**config.mk**
```make
export PLATFORM = sky130hd
export DESIGN_NAME = hadd_pair_top
export DESIGN_NICKNAME = d
export VERILOG_FILES = /design/src/rtl/hadd_pkg.sv /design/src/rtl/hadd_ctrl.sv /design/src/rtl/hadd_datapath.sv /design/src/rtl/hadd_pair_top.sv
export SDC_FILE = /design/constraint.sdc
export NUM_CORES = 1
export LEC_CHECK = 0
export BUFFER_PORTS_ARGS = -buffer_cell sky130_fd_sc_hd__buf_2
export CELL_PAD_IN_SITES_DETAIL_PLACEMENT = 0
export CELL_PAD_IN_SITES_GLOBAL_PLACEMENT = 1
export CORE_AREA = 2 2 200 202
export CTS_CLUSTER_DIAMETER = 30
export DETAILED_ROUTE_END_ITERATION = 16
export DIE_AREA = 0 0 202 204
export GPL_TIMING_DRIVEN = 0
export PLACE_DENSITY = 0.85
export SLEW_MARGIN = 20
export SYNTH_ARGS = -nofsm -noshare
export SYNTH_HDL_FRONTEND = slang
export SYNTH_SLANG_ARGS = --single-unit
```
**constraint.sdc**
```tcl
create_clock -name clk -period 5.1 [get_ports clk]
set_input_delay 0.255 -clock clk [delete_from_list [all_inputs] [get_ports clk]]
set_output_delay 0.255 -clock clk [all_outputs]
set_load 0.005 [all_outputs]
```
**src/rtl/hadd_pkg.sv**
```systemverilog
package hadd_pkg;
  localparam int LANES  = 8;
  localparam int LANE_W = 16;
  localparam int VEC_W  = LANES * LANE_W;

  typedef struct packed {
    logic capture;
    logic sumSel;
  } haddCtl_t;
endpackage

```
**src/rtl/hadd_ctrl.sv**
```systemverilog
module hadd_ctrl
  import hadd_pkg::*;
(
  input  logic     clk,
  input  logic     rstN,
  input  logic     inValid,
  input  logic     modeShuf,
  output haddCtl_t ctl,
  output logic     outValid
);
  always_comb begin
    ctl.capture = inValid;
    ctl.sumSel  = ~modeShuf;
  end

  always_ff @(posedge clk) begin
    if (!rstN) outValid <= 1'b0;
    else       outValid <= inValid;
  end

  AST_VALID_FOLLOWS: assert property (@(posedge clk) disable iff (!rstN)
    inValid |=> outValid);
  AST_VALID_DROPS: assert property (@(posedge clk) disable iff (!rstN)
    !inValid |=> !outValid);
endmodule

```
**src/rtl/hadd_datapath.sv**
```systemverilog
module hadd_datapath
  import hadd_pkg::*;
#(
  parameter int NLANE = LANES,
  parameter int LW    = LANE_W,
  localparam int W    = NLANE * LW,
  localparam int HALF = NLANE / 2
) (
  input  logic         clk,
  input  logic         rstN,
  input  haddCtl_t     ctl,
  input  logic [W-1:0] opA,
  input  logic [W-1:0] opB,
  output logic [W-1:0] outLo,
  output logic [W-1:0] outHi
);
  logic [W-1:0] evenVec, oddVec, sumVec, nextLo, nextHi;

  // Shuffle stage: regroup pairs so each sum partner sits in the same lane.
  for (genvar p = 0; p < HALF; p++) begin : g_shuf
    assign evenVec[(2*p)*LW   +: LW] = opA[(2*p)*LW   +: LW];
    assign evenVec[(2*p+1)*LW +: LW] = opB[(2*p)*LW   +: LW];
    assign oddVec [(2*p)*LW   +: LW] = opA[(2*p+1)*LW +: LW];
    assign oddVec [(2*p+1)*LW +: LW] = opB[(2*p+1)*LW +: LW];
  end

  // Vertical stage: lane-wise add with carries discarded; A sums go to the
  // lower half, B sums to the upper half.
  for (genvar p = 0; p < HALF; p++) begin : g_add
    assign sumVec[p*LW +: LW] =
      evenVec[(2*p)*LW +: LW] + oddVec[(2*p)*LW +: LW];
    assign sumVec[(HALF+p)*LW +: LW] =
      evenVec[(2*p+1)*LW +: LW] + oddVec[(2*p+1)*LW +: LW];
  end

  always_comb begin
    nextLo = ctl.sumSel ? sumVec : evenVec;
    nextHi = ctl.sumSel ? '0     : oddVec;
  end

  always_ff @(posedge clk) begin
    if (!rstN) begin
      outLo <= '0;
      outHi <= '0;
    end else if (ctl.capture) begin
      outLo <= nextLo;
      outHi <= nextHi;
    end
  end

  AST_HOLD_LO: assert property (@(posedge clk) disable iff (!rstN)
    !ctl.capture |=> $stable(outLo));
  AST_HOLD_HI: assert property (@(posedge clk) disable iff (!rstN)
    !ctl.capture |=> $stable(outHi));
  AST_HI_ZERO_SUM: assert property (@(posedge clk) disable iff (!rstN)
    (ctl.capture && ctl.sumSel) |=> (outHi == '0));
  AST_LANE0_SUM: assert property (@(posedge clk) disable iff (!rstN)
    (ctl.capture && ctl.sumSel) |=>
      (outLo[LW-1:0] == LW'($past(opA[LW-1:0]) + $past(opA[2*LW-1:LW]))));
  AST_SHUF_B0: assert property (@(posedge clk) disable iff (!rstN)
    (ctl.capture && !ctl.sumSel) |=>
      (outLo[2*LW-1:LW] == $past(opB[LW-1:0])));
endmodule

```
**src/rtl/hadd_pair_top.sv**
```systemverilog
module hadd_pair_top
  import hadd_pkg::*;
(
  input  logic             clk,
  input  logic             rstN,
  input  logic             inValid,
  input  logic             modeShuf,
  input  logic [VEC_W-1:0] opA,
  input  logic [VEC_W-1:0] opB,
  output logic             outValid,
  output logic [VEC_W-1:0] outLo,
  output logic [VEC_W-1:0] outHi
);
  haddCtl_t ctl;

  hadd_ctrl i_ctrl (
    .clk(clk), .rstN(rstN), .inValid(inValid), .modeShuf(modeShuf),
    .ctl(ctl), .outValid(outValid)
  );

  hadd_datapath #(.NLANE(LANES), .LW(LANE_W)) i_dp (
    .clk(clk), .rstN(rstN), .ctl(ctl), .opA(opA), .opB(opB),
    .outLo(outLo), .outHi(outHi)
  );
endmodule

```
==> results_dict.tcl <==
set metrics [dict create \
    status "finished clean" \
    syn_area_mm2 0.0154 \
    setup_viol 0 \
    grt_pass1_wl_um 107000 \
    p_leak_nw 10.4 \
    ctsHtreeMaxLevel 3 \
    drtPass1Iterations 6 \
    wl_um 74600 \
    postSynthAreaPerCell_um2 8.23 \
    start_util_pct 39.2 \
    dpl.hpwl_um 57300 \
    power.net_switching_mw 2.44 \
    final_max_slew_viol_count 0 \
    via_per_inst 5.54 \
    overflow 0 \
    crit_slowest_cell "dlygate4sd3_1" \
    grt_pass1_vias 17300 \
    max_freq_mhz 352 \
    cp-start-kind "input port" \
    power_frac_comb_pct 19.8 \
    hold_ws_ns 0.00756 \
    die_area_mm2 0.0412 \
    drtAntennaViolNets 0 \
    drtIter0Drc 1410 \
    ys_ff_latch 257 \
    relSlewSlack_pct 22.8 \
    cts_hold_buf 137 \
    fin_crit_sh_pct 55.6 \
    grt.total_usage_pct 35.0 \
    path_cells "dlygate4sd3_1 > buf_2 > ha_1 > fa_1 > a211oi_1 > o21bai_1 > a21o_1 > a31oi_1 > a21oi_1 > xnor2_1 > o21ai_1" \
    layout_min_cycle_time_ns 2.84 \
    path_clk_slew_ns 0.04 \
    dpl_worst_slack_ns 1.84 \
    critPathMaxFanout 3 \
    power_frac_seq_pct 25.8 \
    intPower_mw 6.14 \
    fin_cells 3189 \
    cp.arrival_ns 3.25 \
    timing.final.ws_setup_ns 2.26 \
    power.density_mw_per_mm2 380 \
    clock-sinks 257 \
    drive_gt1_share_pct 25.0 \
    antenna_found_initial 14 \
    required_ns 5.51 \
    cp-end-kind "register" \
    cts_tree "done" \
    dr_total_vias 17700 \
    synth_cells 1868 \
    tns_ns 0 \
    cts-root-buf "clkbuf_16" \
    drc 0 \
    dpl.cell_count 2909 \
    critPathKind "in -> reg" \
    rows 73 \
    fin_nets 2985 \
    die_h_um 204 \
    core_area_mm2 0.0392 \
    ys_seq_area_share_pct 33.5 \
    worst_slew_pin_slew_ns 1.16 \
    hold_class "in -> reg" \
    yosysUniqueCellTypes 64 \
    max_stage_delay_ns 0.53 \
    synth_edf_count 0 \
    peakVddDrop_mv 0.515 \
    io_pins 517 \
    maxCapViolCount 0 \
    routedWlPerCell_um 23.4 \
    clk_latency_ns 0.57 \
    io_buffers 515 \
    numCtsBuffers 72 \
    hold_violations 0 \
    grt_max_degree 11 \
    postCtsSetupBuffers 0 \
    place.gp.congestion 0.942 \
    synth-warning-count 0 \
    die_w_um 202 \
    syn_to_final_growth_pct 46.7 \
    cts_buffer_depth 3 \
    cts-resized-gates 0 \
    p_total_mw 8.57 \
    skew_ns 0 \
    postSynth.topFlopCell "dfxtp_1" \
    synth_nets 2256 \
    p_sw_share_pct 28.4 \
    grt_setup_unrepaired "false" \
    p_clk_share_pct 54.4 \
    async_flop_share_pct 0 \
]
## synthesized netlist by cell type (all sizes together) (8+ instances only)
master  count  area, um2
a211oi     30        225
a21o       45        338
a21oi     320       1600
a221oi      8        130
a22oi      17        128
a31oi      19        119
and3        8       50.1
buf        20       80.1
clkbuf     94        353
dfxtp     257       5140
fa          8        160
ha        120       1500
inv        21       78.8
mux2i      39        390
nand2      83        312
nand3      23        115
nand4      11       68.8
nor2      167        627
nor2b     213       1330
nor3       14       75.1
o211ai     16        120
o21ai     124        621
o21bai     10       75.1
o221ai     19        179
o22ai      16        100
xnor2      69        604
xor2       33        289
## layer usage
metal | vias to the layer above | global-route usage (%) | wire (um)
li1 | 8193 | - | -
met1 | 8396 | 43.6 | 30100
met2 | 899 | 57.8 | 34400
met3 | 192 | 7.54 | 6660
met4 | 2 | 16.1 | 3480
met5 | - | 0 | 13
## worst max-delay path: cells and delay by family
| family | cells | cell delay, ns |
|---|---|---|
| AO/OA/AOI/OAI | 6 | 1.47 |
| XOR/XNOR | 1 | 0.21 |
| adder cells (fa/ha/maj) | 2 | 0.64 |
| buffers and inverters | 2 | 0.67 |
## area by class of cell
class                           instances  area (um2)
Inverter                               21        78.8
Timing Repair Buffer                  655        3990
Tap cell                              525         657
Antenna cell                           12        30.0
Clock buffer                           94        2050
Clock inverter                         35         457
Fill cell                            3657       16600
Sequential cell                       257        5140
Multi-Input combinational cell       1476        9720
Buffer                                114         434
## stage by stage
stage	utilization, %	cell area (um2)
after CTS	57.4	22500
final	57.6	22600
after floorplan	-	15400
after global placement	47.5	18600
after detailed placement	47.5	18600
after global routing	57.5	22500
## placed cells by master (no fill, tap or decap), types with 27 or more instances in the layout
master | netlist | layout
ha_1 | 120 | 120
a21o_1 | 45 | 45
xor2_1 | 33 | 33
clkbuf_16 | 0 | 73
o21ai_1 | 27 | 27
nor2b_1 | 213 | 213
xnor2_1 | 69 | 69
mux2i_1 | 39 | 39
dlygate4sd3_1 | 0 | 138
clkbuf_1 | 94 | 101
a21oi_1 | 320 | 320
dfxtp_1 | 257 | 257
o21ai_0 | 97 | 97
a211oi_1 | 30 | 30
buf_2 | 4 | 520
nor2_1 | 167 | 166
nand2_1 | 83 | 83
## worst paths after layout
| path | from | endpoint | slack (ns) | cells past startpoint |
|---|---|---|---|---|
| worst max register to register | i_dp.outLo[13] | i_dp.outLo[13] | 4.17 | 3 |
| worst min register to register | i_dp.outLo[81] | i_dp.outLo[81] | 0.49 | 2 |
| worst max-delay path | opA[80] | i_dp.outLo[44] | 2.26 | 11 |
| worst min-delay path | opA[8] | i_dp.outLo[8] | 0.008 | 3 |
## state kept, by name (all words and copies together) (netlist names)
signal / flops
i_dp.outHi: 128
i_ctrl.outValid: 1
i_dp.outLo: 128
## power groups by stage
stage                     Sequential [mW]  Clock, mW  Combinational, mW
final                                2.22       4.66               1.70
after floorplan                      2.25          0              0.884
after CTS                            2.21       4.68               1.66
after global placement               2.24          0               1.55
after detailed placement             2.24          0               1.56
after global routing                 2.23       4.81               1.82
## cell families (layout without fill, tap and decap cells)
| family | after synthesis | in the layout | share of synthesized area, % |
|---|---|---|---|
| DFF | 257 | 257 | 33.5 |
| AOI/OAI and AO/OA | 665 | 665 | 26.2 |
| xor gates and xnor gates | 102 | 102 | 5.81 |
| buffers and inverters | 135 | 919 | 3.33 |
| other | 0 | 12 | 0 |
| muxes | 39 | 39 | 2.54 |
| adders and majority gates | 128 | 128 | 10.8 |
| and+or+nand+nor | 542 | 542 | 17.9 |
No activity file was read; power rests on OpenSTA's default activity.
